==> config.mk <==
export PLATFORM = sky130hd
export DESIGN_NAME = dma2d_addr_gen
export DESIGN_NICKNAME = d
export VERILOG_FILES = /design/src/rtl/dma2d_pkg.sv /design/src/rtl/dma2d_desc_check.sv /design/src/rtl/dma2d_count_dn.sv /design/src/rtl/dma2d_addr_walk.sv /design/src/rtl/dma2d_addr_gen.sv
export SDC_FILE = /design/constraint.sdc
export NUM_CORES = 1
export LEC_CHECK = 0
export BUFFER_PORTS_ARGS = -buffer_cell sky130_fd_sc_hd__buf_2
export CELL_PAD_IN_SITES_DETAIL_PLACEMENT = 2
export CELL_PAD_IN_SITES_GLOBAL_PLACEMENT = 2
export CORE_MARGIN = 2
export CORE_UTILIZATION = 37
export CTS_BUF_LIST = sky130_fd_sc_hd__clkbuf_4
export CTS_CLUSTER_DIAMETER = 200
export DETAILED_ROUTE_END_ITERATION = 7
export GPL_TIMING_DRIVEN = 0
export PLACE_DENSITY = 0.86
export SYNTH_ARGS = -nofsm -noshare
export SYNTH_HDL_FRONTEND = slang
export SYNTH_SLANG_ARGS = --single-unit
export TNS_END_PERCENT = 50
==> constraint.sdc <==
create_clock -name clk -period 4.9 [get_ports clk]
set_clock_uncertainty 0.05 [all_clocks]
set_input_delay 0.49 -clock clk [delete_from_list [all_inputs] [get_ports clk]]
set_output_delay 0.49 -clock clk [all_outputs]
set_load 0.02 [all_outputs]
==> src/rtl/dma2d_pkg.sv <==
package dma2d_pkg;

  typedef enum logic {
    WALK_IDLE = 1'b0,
    WALK_RUN  = 1'b1
  } walk_e;

endpackage

==> src/rtl/dma2d_desc_check.sv <==
module dma2d_desc_check #(
  parameter int ADDR_W     = 32,
  parameter int LEN_W      = 12,
  parameter int BEAT_BYTES = 4
) (
  input  logic [ADDR_W-1:0] addr,
  input  logic [LEN_W-1:0]  xlen_m1,
  input  logic [LEN_W-1:0]  stride,
  output logic              ok
);

  localparam logic [ADDR_W-1:0] A_MASK = ADDR_W'(BEAT_BYTES - 1);
  localparam logic [LEN_W-1:0]  L_MASK = LEN_W'(BEAT_BYTES - 1);

  generate
    if (BEAT_BYTES == 1) begin : g_byte_bus
      assign ok = 1'b1;
    end else begin : g_wide_bus
      // length is minus-one coded: an aligned length has all mask bits set
      assign ok = ((addr & A_MASK) == '0) &&
                  ((xlen_m1 & L_MASK) == L_MASK) &&
                  ((stride & L_MASK) == '0);
    end
  endgenerate

endmodule

==> src/rtl/dma2d_count_dn.sv <==
module dma2d_count_dn #(
  parameter int W = 8
) (
  input  logic         clk,
  input  logic         rst,
  input  logic         cfg_we,
  input  logic [W-1:0] cfg_val,
  input  logic         restart,
  input  logic         dec,
  output logic [W-1:0] cnt,
  output logic         zero
);

  logic [W-1:0] reload_q;
  logic [W-1:0] cnt_q;

  always_ff @(posedge clk) begin
    if (rst) begin
      reload_q <= '0;
      cnt_q    <= '0;
    end else if (cfg_we) begin
      reload_q <= cfg_val;
      cnt_q    <= cfg_val;
    end else if (restart) begin
      cnt_q <= reload_q;
    end else if (dec) begin
      cnt_q <= cnt_q - W'(1);
    end
  end

  assign cnt  = cnt_q;
  assign zero = (cnt_q == '0);

  // a plain decrement moves the count by exactly one
  p_dec_one_r5: assert property (@(posedge clk) disable iff (rst)
    (dec && !cfg_we && !restart) |=> (cnt_q == $past(cnt_q) - W'(1)));

  // the controller never decrements through zero
  p_no_underflow_r5: assert property (@(posedge clk) disable iff (rst)
    (dec && !cfg_we && !restart) |-> (cnt_q != '0));

endmodule

==> src/rtl/dma2d_addr_walk.sv <==
module dma2d_addr_walk #(
  parameter int ADDR_W     = 32,
  parameter int STRIDE_W   = 12,
  parameter int BEAT_BYTES = 4
) (
  input  logic                clk,
  input  logic                rst,
  input  logic                cfg_we,
  input  logic [ADDR_W-1:0]   cfg_start,
  input  logic [STRIDE_W-1:0] cfg_stride,
  input  logic                restart,
  input  logic                next_row,
  input  logic                next_beat,
  output logic [ADDR_W-1:0]   addr
);

  localparam logic [ADDR_W-1:0] STEP   = ADDR_W'(BEAT_BYTES);
  localparam logic [ADDR_W-1:0] A_MASK = ADDR_W'(BEAT_BYTES - 1);

  logic [ADDR_W-1:0] start_q;
  logic [ADDR_W-1:0] stride_q;
  logic [ADDR_W-1:0] row_q;
  logic [ADDR_W-1:0] addr_q;
  logic [ADDR_W-1:0] row_nxt;

  assign row_nxt = row_q + stride_q;

  always_ff @(posedge clk) begin
    if (rst) begin
      start_q  <= '0;
      stride_q <= '0;
      row_q    <= '0;
      addr_q   <= '0;
    end else if (cfg_we) begin
      start_q  <= cfg_start;
      stride_q <= ADDR_W'(cfg_stride);
      row_q    <= cfg_start;
      addr_q   <= cfg_start;
    end else if (restart) begin
      row_q  <= start_q;
      addr_q <= start_q;
    end else if (next_row) begin
      row_q  <= row_nxt;
      addr_q <= row_nxt;
    end else if (next_beat) begin
      addr_q <= addr_q + STEP;
    end
  end

  assign addr = addr_q;

  // a beat step inside a row moves the address by one bus width
  p_beat_step_r5: assert property (@(posedge clk) disable iff (rst)
    (next_beat && !cfg_we && !restart && !next_row) |=> (addr_q == $past(addr_q) + STEP));

  // only aligned descriptors reach here, so every address stays aligned
  p_addr_aligned_r3: assert property (@(posedge clk) disable iff (rst)
    (addr_q & A_MASK) == '0);

  // a restart puts the beat address back on the row origin
  p_restart_origin_r9: assert property (@(posedge clk) disable iff (rst)
    (restart && !cfg_we) |=> (addr_q == row_q));

endmodule

==> src/rtl/dma2d_addr_gen.sv <==
module dma2d_addr_gen #(
  parameter int ADDR_W     = 32,
  parameter int LEN_W      = 12,
  parameter int BEAT_BYTES = 4
) (
  input  logic              clk,
  input  logic              rst,
  input  logic              desc_valid,
  input  logic [ADDR_W-1:0] desc_addr,
  input  logic [LEN_W-1:0]  desc_xlen_m1,
  input  logic [LEN_W-1:0]  desc_ylen_m1,
  input  logic [LEN_W-1:0]  desc_stride,
  input  logic              desc_cyclic,
  input  logic              beat_accept,
  output logic              idle,
  output logic              beat_valid,
  output logic [ADDR_W-1:0] beat_addr,
  output logic              row_last,
  output logic              xfer_last,
  output logic              done,
  output logic              desc_err
);

  import dma2d_pkg::*;

  localparam int ALIGN_W = $clog2(BEAT_BYTES);
  localparam int BEAT_CW = (LEN_W > ALIGN_W) ? (LEN_W - ALIGN_W) : 1;

  walk_e state_q;
  logic  cyc_q;
  logic  done_q;
  logic  err_q;

  logic  chk_ok;
  logic  load_ok;
  logic  acc;
  logic  x_zero;
  logic  y_zero;
  logic  row_end;
  logic  xfer_end;
  logic [BEAT_CW-1:0] x_cnt;
  logic [LEN_W-1:0]   y_cnt;
  logic [ADDR_W-1:0]  walk_addr;

  dma2d_desc_check #(
    .ADDR_W(ADDR_W), .LEN_W(LEN_W), .BEAT_BYTES(BEAT_BYTES)
  ) u_check (
    .addr(desc_addr), .xlen_m1(desc_xlen_m1), .stride(desc_stride), .ok(chk_ok)
  );

  assign load_ok  = desc_valid && (state_q == WALK_IDLE) && chk_ok;
  assign acc      = (state_q == WALK_RUN) && beat_accept;
  assign row_end  = acc && x_zero;
  assign xfer_end = row_end && y_zero;

  // beats left in the current row, minus one
  dma2d_count_dn #(.W(BEAT_CW)) u_xcnt (
    .clk(clk), .rst(rst),
    .cfg_we(load_ok), .cfg_val(BEAT_CW'(desc_xlen_m1 >> ALIGN_W)),
    .restart(row_end), .dec(acc && !x_zero),
    .cnt(x_cnt), .zero(x_zero)
  );

  // rows left in the transfer, minus one
  dma2d_count_dn #(.W(LEN_W)) u_ycnt (
    .clk(clk), .rst(rst),
    .cfg_we(load_ok), .cfg_val(desc_ylen_m1),
    .restart(xfer_end), .dec(row_end && !y_zero),
    .cnt(y_cnt), .zero(y_zero)
  );

  dma2d_addr_walk #(
    .ADDR_W(ADDR_W), .STRIDE_W(LEN_W), .BEAT_BYTES(BEAT_BYTES)
  ) u_walk (
    .clk(clk), .rst(rst),
    .cfg_we(load_ok), .cfg_start(desc_addr), .cfg_stride(desc_stride),
    .restart(xfer_end), .next_row(row_end && !y_zero), .next_beat(acc && !x_zero),
    .addr(walk_addr)
  );

  always_ff @(posedge clk) begin
    if (rst) begin
      state_q <= WALK_IDLE;
      cyc_q   <= 1'b0;
      done_q  <= 1'b0;
      err_q   <= 1'b0;
    end else begin
      done_q <= xfer_end && !cyc_q;
      err_q  <= desc_valid && (state_q == WALK_IDLE) && !chk_ok;
      if (load_ok) begin
        state_q <= WALK_RUN;
        cyc_q   <= desc_cyclic;
      end else if (xfer_end && !cyc_q) begin
        state_q <= WALK_IDLE;
      end
    end
  end

  assign idle       = (state_q == WALK_IDLE);
  assign beat_valid = (state_q == WALK_RUN);
  assign beat_addr  = walk_addr;
  assign row_last   = beat_valid && x_zero;
  assign xfer_last  = beat_valid && x_zero && y_zero;
  assign done       = done_q;
  assign desc_err   = err_q;

  // a stalled beat keeps its address and stays valid
  p_hold_stall_r4: assert property (@(posedge clk) disable iff (rst)
    (beat_valid && !beat_accept) |=> (beat_valid && $stable(beat_addr)));

  // an offer during a running transfer neither stops it nor raises an error
  p_busy_ignores_r2: assert property (@(posedge clk) disable iff (rst)
    (!idle && desc_valid && !(acc && xfer_last)) |=> (!idle && !desc_err));

  // a refusal leaves no beat behind
  p_err_no_beat_r3: assert property (@(posedge clk) disable iff (rst)
    desc_err |-> (idle && !beat_valid));

  // completion is a single-cycle pulse seen while idle
  p_done_pulse_r8: assert property (@(posedge clk) disable iff (rst)
    done |=> !done);
  p_done_idle_r8: assert property (@(posedge clk) disable iff (rst)
    done |-> (idle && !beat_valid));

  // a repeating transfer keeps presenting beats after its final one
  p_cyclic_wrap_r9: assert property (@(posedge clk) disable iff (rst)
    (acc && xfer_last && cyc_q) |=> (beat_valid && !done));

endmodule

==> summary.md, run 1 <==
| Metric | Value |
|---|---|
| Worst Path Buf+Inv | `3` |
| Clock latency at the later pin of the worst-skew pair | `roughly 0.64 ns` |
| Root buffer cell | `clkbuf_4` |
| Crit path DAT | `approximately 4.0 ns` |
| Peak supply drop | `between 0.1 and 0.15 mV` |
| Die Area | `roughly 24000 um2` |
| Via density | `~6.5` |
| Detailed placement HPWL | `31500 um` |
| Clock-pin slew on the worst setup and hold paths | `0.17 ns` |
| Syn nets | `about 1300` |
| Worst Hold Class | `input port to register` |
| Reg2reg setup slack | `~0.62 ns` |
| Commonest non-fill, non-tap cell in the layout | `nand2_1` |
| H-tree Lvls | `4` |
| Worst slack, placed | `around 1.0 ns` |
| Minimum clock period | `about 4.5 ns` |
| First-pass GRT wire length | `approximately 66000 um` |
| Placer Congestion | `0.926` |
| CP max FO | `10` |
| Nets | `1386` |
| Crit path kind | `register to output port` |
| Slew HR | `between 20% and 30%` |
| Worst Slack Setup Final | `~0.37 ns` |
| Port buffer count | `between 100 and 150` |
| Initial Util | `a little under two fifths` |
| Synth top area share | `around 36%` |
| Cells after synthesis | `around 1200` |
| PD cells | `around 250 nW/um2` |
| Worst hold start | `desc_ylen_m1[2]` |
| Resize count post-CTS | `0` |
| Largest net degree at the start of global routing | `17` |
| Setup violations, final | `0` |
| Synth area leaders | `dfxtp_1, nand2_1, a21oi_1` |
| Antenna-violating nets left | `0` |
| Dpl cell area | `roughly 9500 um2` |
| Vias in the first global route | `10700` |
| Setup repair bufs after CTS | `0` |
| Synth cell types | `between 60 and 70` |
| Pre-antenna DRT Iters | `5` |
| Final WL | `44800 um` |
| Yosys reg bits | `about 160` |
| CP startpoint kind | `register` |
| DRT iter0 DRCs | `between 1000 and 1500` |
| CTS tree | `built` |
| Total global routing overflow | `0` |
| Post-synth top flop | `dfxtp_1` |
| Mapped Area | `8570 um2` |
| Die outline height | `roughly 160 um` |
| Critical path's slowest cell | `clkbuf_1` |
| Actual slew at the worst max-slew pin | `approximately 1.2 ns` |
| Slowest stage delay, CP | `approximately 0.86 ns` |
| Share of the yosys chip area belonging to registers | `about 36%` |
| Final setup TNS | `0 ns` |
| Fin area | `approximately 9800 um2` |
| R2R Path End | `u_walk.addr[22]$_SDFFE_PP0P_` |
| Reg2reg start | `u_ycnt.cnt[0]$_SDFFE_PP0P_` |
| Tot GR Track Use | `between 30% and 40%` |
| Unrepaired setup endpoints after global routing | `no` |
| Final hold vios | `0` |
| Share of layout cells above drive strength 1 | `~13%` |
| WL/cell | `roughly 28 um` |
| Die Wd | `approximately 160 um` |
| Max clock buf depth | `2` |
| CTS Buf Count | `17` |
| Slew Viols, Final | `0` |
| Final period utilization | `a little over 90%` |
| Crit-path cells | `inv_1 -> ha_1 -> or4b_2 -> nor3_1 -> clkbuf_1 -> and2_1 -> buf_2` |
| Synth Area per Inst | `between 7 and 8 um2` |
| Area leader, netlist | `dfxtp_1` |
| Req. time, crit path | `between 4 and 5 ns` |
| Leak | `around 3.6 nW` |
| I/O pin total | `around 110` |
| Max-cap violations | `0` |
| Cell Rows | `between 50 and 60` |
| Worst min-delay path endpoint | `u_ycnt.reload_q[2]$_SDFFE_PP0P_` |
| DRC viols | `0` |
| Top cell family by delay on the critical path | `simple AND/OR/NAND/NOR gates` |
| Most frequent cells in the layout | `nand2_1, dfxtp_1, a21oi_1` |
| Vias | `~10000` |
| Placeable Area | `22700 um2` |
| Hold path depth | `3` |
| R2R depth | `10` |
| Initial antenna violation count | `2` |
| Outcome | `finished clean` |
| EDFF count, synth | `0` |
| CTS sink cnt | `156` |
| Area growth, synth to finish | `14.2%` |
| Asr flop ratio synth | `0%` |
| Setup crit end kind | `output port` |
| Hold Buf Count CTS | `0` |
| Warnings, synthesis | `0` |
| Max frequency | `221 MHz` |
-- Yosys cell counts (8+ instances only) --
library cell	count
a211oi_1	22
a21boi_0	11
a21o_1	9
a21oi_1	143
a31oi_1	15
and3_1	8
buf_2	10
clkbuf_1	61
dfxtp_1	156
ha_1	15
inv_1	22
nand2_1	201
nand3_1	39
nand4_1	14
nor2_1	113
nor3_1	39
nor4_1	13
o211ai_1	19
o21ai_0	76
o221ai_1	9
o22ai_1	14
or3_1	11
xnor2_1	27
xor2_1	20
-- per-stage QoR --
stage	total power (W)	utilization, %	cells	hold slack, ns
global route	0.00249	43.1	1596	0.0261
global placement	0.00154	41.7	1562	0.386
detailed placement	0.00155	41.8	1563	0.397
finish	0.00243	43.1	1596	0.0360
floorplan	0.00143	-	1168	0.369
CTS	0.00241	43.0	1595	0.0209
-- worst max-delay path by stage --
stage | cells after the start | end | from | slack, ns
floorplan | 6 | xfer_last | u_xcnt.cnt[0]$_SDFFE_PP0P_ | 2.15
CTS | 7 | xfer_last | u_ycnt.cnt[0]$_SDFFE_PP0P_ | 0.45
global route | 7 | xfer_last | u_ycnt.cnt[0]$_SDFFE_PP0P_ | 0.29
global placement | 8 | u_walk.start_q[8]$_SDFFE_PP0P_ | desc_addr[0] | 1.01
detailed placement | 8 | u_walk.start_q[8]$_SDFFE_PP0P_ | desc_addr[0] | 1.00
finish | 7 | xfer_last | u_ycnt.cnt[0]$_SDFFE_PP0P_ | 0.37
-- power breakdown --
group | switching (W) | internal [W] | leakage, nW | total, W
clock | 0.000583 | 0.000320 | 0.157 | 0.000903
sequential | 0.0000250 | 0.00129 | 1.26 | 0.00131
combinational | 0.000153 | 0.0000674 | 2.15 | 0.000220
-- flip-flops by register name, indices dropped and copies added, names as in the netlist --
signal / flops
beat_valid: 1
cyc_q: 1
desc_err: 1
done: 1
u_walk.addr: 32
u_walk.row_q: 32
u_walk.start_q: 32
u_walk.stride_q: 12
u_xcnt.cnt: 10
u_xcnt.reload_q: 10
u_ycnt.cnt: 12
u_ycnt.reload_q: 12
-- kinds of logic after synthesis --
kind of cell | Yosys count | share of synthesized area [%]
compound gates | 364 | 25.5
xor+xnor | 47 | 4.81
fa+ha+maj | 16 | 2.42
buf+inv | 97 | 4.48
flops | 156 | 36.5
mux | 4 | 0.497
simple gates | 484 | 25.8
-- worst reg2reg max path, stage by stage (launching register included) --
cell,delay [ns]
dfxtp_1,0.38
inv_1,0.08
ha_1,0.22
nor4b_1,0.88
nand3_1,0.38
clkbuf_1,0.45
nor2_2,0.91
a221oi_1,0.30
a41oi_1,0.30
o21ai_1,0.10
a31oi_1,0.15
-- final cells by class --
type,instances,area [um2]
fillers,2780,12900
multi-input cells,915,5070
flip-flops and latches,156,3120
repair buffers,110,553
well taps,285,357
plain buffers,75,302
clock inverters,14,158
clock buffers,18,135
inverters,22,82.6
diodes,1,2.50
-- per-layer routing --
layer | up-vias | GRT usage, % | share of wire, %
li1 | 4445 | - | -
met1 | 5232 | 45.7 | 40
met2 | 531 | 59.4 | 45
met3 | 169 | 7.86 | 8.6
met4 | 4 | 21.5 | 6.0
met5 | - | 2.28 | 0.20
Note: power is estimated with default switching activity, not from simulation.
==> run 2, diff against run 1 <==
ABC_AREA = 1   (was unset)
ABC_CLOCK_PERIOD_IN_PS = 4900   (was unset)
CORE_UTILIZATION = 35   (was 37)
PLACE_DENSITY = 0.85   (was 0.86)
==> run 2 against run 1 <==
The flow now finishes with violations (design-rule violations). Worst hold slack worse by 0.0061 ns. Wire length is 2.3% higher. Via count is 5.5% higher. Cell count is 22% higher. Combinational power is 17% lower. Worst setup slack better by 1.6 ns. First-iteration DRC count is 21% lower. Critical path type is now register to register. Critical endpoint is now u_walk.row_q[22]$_SDFFE_PP0P_. Largest power group unchanged.
==> summary.md, run 2 <==
| Metric | Value |
|---|---|
| Outcome | `complete, but fails checks` |
| Failing checks | `design-rule violations` |
| Worst hold start | `desc_cyclic` |
| Nets | `~1700` |
| Share of the yosys chip area belonging to registers | `around a third` |
| Unrepaired setup endpoints after global routing | `no` |
| Critical path's slowest cell | `clkbuf_1` |
| CP max FO | `10` |
| Dpl cells | `around 1900` |
| Minimum clock period | `2.98 ns` |
| Crit-path cells | `inv_1 -> ha_1 -> nand2_2 -> nor2_4 -> nand4_1 -> nand2_1 -> clkbuf_1 -> nand4_1 -> nand3_1 -> inv_1` |
| Via density | `5.64` |
| Die Area | `between 20000 and 30000 um2` |
| Combinational power share | `just under 8%` |
| CTS tree | `built` |
| Resize count post-CTS | `0` |
| P_sw | `between 0.0007 and 0.0008 W` |
| Detailed placement HPWL | `35100 um` |
| Worst Hold Class | `input port to register` |
| Clock latency at the later pin of the worst-skew pair | `between 0.6 and 0.7 ns` |
| Top cell family by delay on the critical path | `simple AND/OR/NAND/NOR gates` |
| Final period utilization | `60.8%` |
| Synth Area per Inst | `between 6 and 7 um2` |
| Vias in the first global route | `11900` |
| First-pass GRT wire length | `70400 um` |
| Warnings, synthesis | `0` |
| Clock-pin slew on the worst setup and hold paths | `approximately 0.18 ns` |
| Worst Path Buf+Inv | `3` |
| Initial Util | `35.8%` |
| Share of layout cells above drive strength 1 | `between 10% and 20%` |
| Die Wd | `167 um` |
| Root buffer cell | `clkbuf_4` |
| Synth cell types | `42` |
| Pre-antenna DRT Iters | `8` |
| R2R Path End | `u_walk.row_q[22]$_SDFFE_PP0P_` |
| Slew Viols, Final | `0` |
| Total global routing overflow | `0` |
| H-tree Lvls | `4` |
| Hold Buf Count CTS | `0` |
| Area growth, synth to finish | `13.4%` |
| Port buffer count | `between 100 and 150` |
| PD cells | `221 nW/um2` |
| Post-synth top cells | `nand2_1, dfxtp_1, nor2_1` |
| CTS Buf Count | `17` |
| WL/cell | `around 24 um` |
| Peak supply drop | `between 0.1 and 0.15 mV` |
| Max-cap violations | `0` |
| Crit path DAT | `around 3.5 ns` |
| Cell Rows | `about 60` |
| Max clock buf depth | `2` |
| Top-count cell post-synth | `nand2_1` |
| Clock power frac | `a little under two fifths` |
| Internal power | `0.00161 W` |
| Vias | `11000` |
| Final setup TNS | `0 ns` |
| Setup repair bufs after CTS | `0` |
| EDFF count, synth | `0` |
| Syn nets | `1554` |
| Final WL | `roughly 46000 um` |
| Worst min-delay path endpoint | `cyc_q$_SDFFE_PP0P_` |
| Max frequency | `between 300 and 400 MHz` |
| Tot GR Track Use | `33.1%` |
| Leak | `4.76 nW` |
| CP Depth | `10` |
| Most frequent cells in the layout | `nand2_1, dfxtp_1, nor2_1` |
| CP startpoint kind | `register` |
| DRT iter0 DRCs | `822` |
| Setup violations, final | `0` |
| Setup crit end kind | `register` |
| DRC viols | `4` |
| Finished Layout Cells | `roughly 1900` |
| Slew HR | `roughly 32%` |
| Cells after synthesis | `~1500` |
| Hold path depth | `3` |
| Switching Fraction | `a little under a third` |
| Commonest non-fill, non-tap cell in the layout | `nand2_1` |
| I/O pin total | `around 110` |
| CTS sink cnt | `approximately 160` |
| Reg2reg setup slack | `1.92 ns` |
| Crit path kind | `register to register` |
| Slowest stage delay, CP | `a little over 0.7 ns` |
| Placeable Area | `26100 um2` |
| Initial antenna violation count | `2` |
| Actual slew at the worst max-slew pin | `~1 ns` |
| Largest net degree at the start of global routing | `17` |
| Area leader, netlist | `dfxtp_1` |
| Die outline height | `167 um` |
| Reg2reg start | `u_xcnt.cnt[0]$_SDFFE_PP0P_` |
| Post-synth top flop | `dfxtp_1` |
| Antenna-violating nets left | `0` |
| Mapped Area | `9350 um2` |
| Final hold vios | `0` |
| Synth area leaders | `dfxtp_1, nand2_1, o21ai_0` |
| Yosys reg bits | `between 150 and 200` |
| Asr flop ratio synth | `0%` |
| R2R depth | `10` |
| Synth top area share | `33.4%` |
| Seq pwr share | `about 55%` |
| Placer Congestion | `~0.90` |
| Req. time, crit path | `5.37 ns` |
run 2: cell types whose count changed in the layout (fill, tap and decap cells not counted), moves of 11 or more:
cell	before	now
inv_1	22	136
nand3_1	39	99
clkbuf_1	61	32
o21ai_0	76	120
nor3_1	39	18
a31oi_1	15	27
buf_2	119	133
a21oi_1	143	119
nand2_1	201	417
nor2_1	113	145
or3_1	11	0
a211oi_1	22	0
run 2: how the worst max path moves through the flow:
stage | from | end
3_5_place_dp | desc_stride[0] | u_walk.row_q[22]$_SDFFE_PP0P_
4_1_cts | u_ycnt.cnt[0]$_SDFFE_PP0P_ | xfer_last
5_1_grt | u_xcnt.cnt[0]$_SDFFE_PP0P_ | u_walk.row_q[22]$_SDFFE_PP0P_
2_1_floorplan | u_walk.row_q[0]$_SDFFE_PP0P_ | u_walk.addr[30]$_SDFFE_PP0P_
3_3_place_gp | desc_stride[0] | u_walk.row_q[22]$_SDFFE_PP0P_
6_report | u_xcnt.cnt[0]$_SDFFE_PP0P_ | u_walk.row_q[22]$_SDFFE_PP0P_
run 2: worst reg2reg max path: stages, from the launching register on:
cell	delay (ns)
dfxtp_1	0.34
inv_1	0.16
ha_1	0.27
nand2_2	0.13
nor2_4	0.17
nand4_1	0.21
nand2_1	0.33
clkbuf_1	0.71
nand4_1	0.31
nand3_1	0.15
inv_1	0.05
run 2: cell families (layout without fill, tap and decap cells):
logic type | count (synthesis) | after routing | synth area share (%)
simple gates | 733 | 733 | 33.0
compound gates | 312 | 312 | 18.4
buf+inv | 207 | 348 | 9.12
flops | 156 | 156 | 33.4
xor+xnor | 41 | 41 | 3.84
fa+ha+maj | 16 | 16 | 2.22
other cells | 0 | 1 | 0
run 2: metrics by stage:
step	area (um2)	hold slack (ns)	power (W)	setup slack (ns)	utilization [%]
floorplan	9350	0.360	0.00141	2.80	-
global placement	10300	0.373	0.00149	2.19	39.5
detailed placement	10300	0.383	0.00150	2.07	39.5
CTS	10600	0.0194	0.00235	1.96	40.5
global route	10600	0.0412	0.00241	1.76	40.5
finish	10600	0.0299	0.00234	1.92	40.5
run 2: layout make-up:
class | instances | area [um2]
clock buffer | 17 | 128
fill | 3372 | 15500
sequential | 156 | 3120
tap | 335 | 419
timing repair buffer | 109 | 546
antenna | 1 | 2.50
multi-input combinational | 1102 | 5370
buffer | 65 | 319
clock inverter | 15 | 155
inverter | 142 | 533
run 2: power groups by stage:
stage                     combinational (W)  sequential, W  clock, W
final                              0.000182        0.00129  0.000865
after global routing               0.000197        0.00130  0.000915
after CTS                          0.000179        0.00129  0.000872
after detailed placement           0.000176        0.00132         0
after global placement             0.000169        0.00132         0
after floorplan                   0.0000875        0.00132         0
run 2: layer usage:
layer	part of all wire, %	vias to the layer above	track usage (%)
li1	-	5084	-
met1	42	5408	41.1
met2	47	350	56.1
met3	6.5	109	6.74
met4	3.8	0	13.5
met5	0	-	0
==> run 3, diff against run 2 <==
ABC_AREA = 0   (was 1)
ABC_CLOCK_PERIOD_IN_PS = 2940   (was 4900)
CORE_UTILIZATION = 34   (was 35)
PLACE_DENSITY = 0.8   (was 0.85)
clock period = 2.94 ns   (was 4.9 ns; I/O delays follow)
==> run 3 against run 2 <==
The flow finishes with violations (negative setup slack). Non-clock buffer count increased by 98. Clock-buffer cell count unchanged. Critical path depth unchanged. Critical endpoint is now u_ycnt.cnt[11]$_SDFFE_PP0P_.
==> summary.md, run 3 (same netlist as run 1, synthesis figures left out) <==
| Metric | Value |
|---|---|
| Reg2reg setup slack | `-0.09 ns` |
| Initial antenna violation count | `1` |
| Placer Congestion | `between 0.9 and 1` |
| CTS sink cnt | `156` |
| CP startpoint kind | `register` |
| First-pass GRT wire length | `between 70000 and 80000 um` |
| Minimum clock period | `between 3 and 4 ns` |
| Slew HR | `a little over a quarter` |
| Port buffer count | `109` |
| Failing checks | `negative setup slack` |
| Outcome | `complete, but fails checks` |
| Vias | `between 10000 and 15000` |
| Worst min-delay path endpoint | `u_walk.addr[31]$_SDFFE_PP0P_` |
| Critical path's slowest cell | `or4b_4` |
| Clock-pin slew on the worst setup and hold paths | `0.16 ns` |
| Tot GR Track Use | `36.2%` |
| PD cells | `363 nW/um2` |
| Req. time, crit path | `roughly 3.4 ns` |
| Total global routing overflow | `0` |
| Final Util | `about 44%` |
| Commonest non-fill, non-tap cell in the layout | `nand2_1` |
| Slew Viols, Final | `0` |
| CTS Buf Count | `17` |
| Most frequent cells in the layout | `nand2_1, dfxtp_1, a21oi_1` |
| Via density | `between 6 and 7` |
| Crit path DAT | `3.48 ns` |
| Final WL | `around 50000 um` |
| Detailed placement HPWL | `32000 um` |
| Antenna-violating nets left | `0` |
| Worst hold start | `rst` |
| Max frequency | `roughly 330 MHz` |
| CP max FO | `10` |
| Hold path depth | `3` |
| Unrepaired setup endpoints after global routing | `yes` |
| DRC viols | `0` |
| Crit path kind | `register to register` |
| Worst Slack Setup Final | `-0.0921 ns` |
| WL/cell | `about 29 um` |
| Reg2reg start | `u_xcnt.cnt[1]$_SDFFE_PP0P_` |
| Actual slew at the worst max-slew pin | `between 1 and 1.5 ns` |
| Leak | `4.19 nW` |
| Nets | `1473` |
| Area growth, synth to finish | `29.6%` |
| Worst Hold Class | `input port to register` |
| CTS tree | `built` |
| Slowest stage delay, CP | `0.54 ns` |
| R2R depth | `10` |
| Die Wd | `roughly 160 um` |
| H-tree Lvls | `4` |
| Cell Rows | `between 50 and 60` |
| Vias in the first global route | `between 10000 and 15000` |
| Max clock buf depth | `2` |
| I/O pin total | `111` |
| Root buffer cell | `clkbuf_4` |
| Die Area | `between 20000 and 30000 um2` |
| R2R Path End | `u_ycnt.cnt[11]$_SDFFE_PP0P_` |
| Final hold vios | `0` |
| Peak supply drop | `0.191 mV` |
| Die outline height | `~160 um` |
| Share of layout cells above drive strength 1 | `around a fifth` |
| Total Power | `between 0.004 and 0.005 W` |
| DRT iter0 DRCs | `1000` |
| Crit-path cells | `inv_2 -> ha_4 -> or4b_4 -> buf_4 -> nor4_4 -> buf_6 -> nand2_2 -> a21oi_1 -> a211oi_1 -> nor3_1` |
| Setup crit end kind | `register` |
| Max-cap violations | `0` |
| Placeable Area | `~25000 um2` |
| Setup violations, final | `4` |
| Clock latency at the later pin of the worst-skew pair | `~0.64 ns` |
| Largest net degree at the start of global routing | `17` |
| Initial Util | `roughly 34%` |
| Pre-antenna DRT Iters | `6` |
| Final period utilization | `103%` |
run 3: cell types whose count changed in the layout (fill, tap and decap cells not counted), sizes merged, moves of 38 or more:
cell         delta
nand3          -62
inv           -119
nor2           -38
nand2         -219
dlygate4sd3    +65
o21ai          -50
run 3: report_power, final:
group | switching [W] | internal (W)
Sequential | 0.0000441 | 0.00214
Combinational | 0.000287 | 0.000185
Clock | 0.00101 | 0.000368
run 3: routing by layer:
layer	up-vias	track usage (%)	part of all wire, %	wire, um
met3	186	6.95	8.6	4320
li1	4618	-	-	-
met5	-	0	0	0
met4	0	17.5	5.5	2770
met2	636	59.1	46	23300
met1	5433	45.8	39	19800
run 3: worst max path at each step:
stage / startpoint / end / slack [ns]
global placement: u_ycnt.cnt[0]$_SDFFE_PP0P_ / u_walk.addr[22]$_SDFFE_PP0P_ / -0.83
detailed placement: u_ycnt.cnt[0]$_SDFFE_PP0P_ / u_walk.row_q[13]$_SDFFE_PP0P_ / -0.88
CTS: u_xcnt.cnt[1]$_SDFFE_PP0P_ / u_walk.row_q[19]$_SDFFE_PP0P_ / 0.0005
finish: u_xcnt.cnt[1]$_SDFFE_PP0P_ / u_ycnt.cnt[11]$_SDFFE_PP0P_ / -0.09
floorplan: u_xcnt.cnt[0]$_SDFFE_PP0P_ / u_walk.addr[9]$_SDFFE_PP0P_ / 0.21
global route: u_xcnt.cnt[1]$_SDFFE_PP0P_ / u_ycnt.cnt[9]$_SDFFE_PP0P_ / -0.14
run 3: final cells by class:
type,instances,area [um2]
Fill cell,2950,13900
Multi-Input combinational cell,915,5340
Sequential cell,156,3130
Timing Repair Buffer,200,1460
Buffer,72,434
Tap cell,330,413
Clock inverter,15,129
Clock buffer,17,128
Inverter,22,82.6
Antenna cell,1,2.50
run 3: through the flow:
stage	hold WS [ns]	std cells	instance area [um2]	worst slack, ns	TNS [ns]
2_1_floorplan	0.369	1168	8570	0.211	0
3_3_place_gp	0.388	1607	9530	-0.831	-69.05
3_5_place_dp	0.395	1608	9540	-0.883	-78.32
4_1_cts	0.0691	1721	10900	0.000503	0
5_1_grt	0.0974	1728	11100	-0.137	-0.576
6_report	0.0702	1728	11100	-0.0921	-0.159
run 3: critical path: cells and delay by family, from the launching register on:
kind / cells / cell delay, ns
AOI/OAI and AO/OA: 2 / 0.27
adders and majority gates: 1 / 0.16
buffers and inverters: 3 / 0.52
DFF: 1 / 0.36
and+or+nand+nor: 4 / 1.52
run 3: what timing repair did:
action                                  in CTS  in global routing
resized for setup                           91                 48
gates cloned                                 2                  0
hold buffers                                65                  0
endpoints found under the setup margin     155                 98
setup buffers                               16                  7
pin swaps                                   13                  8
endpoints found under the hold margin       93                  0
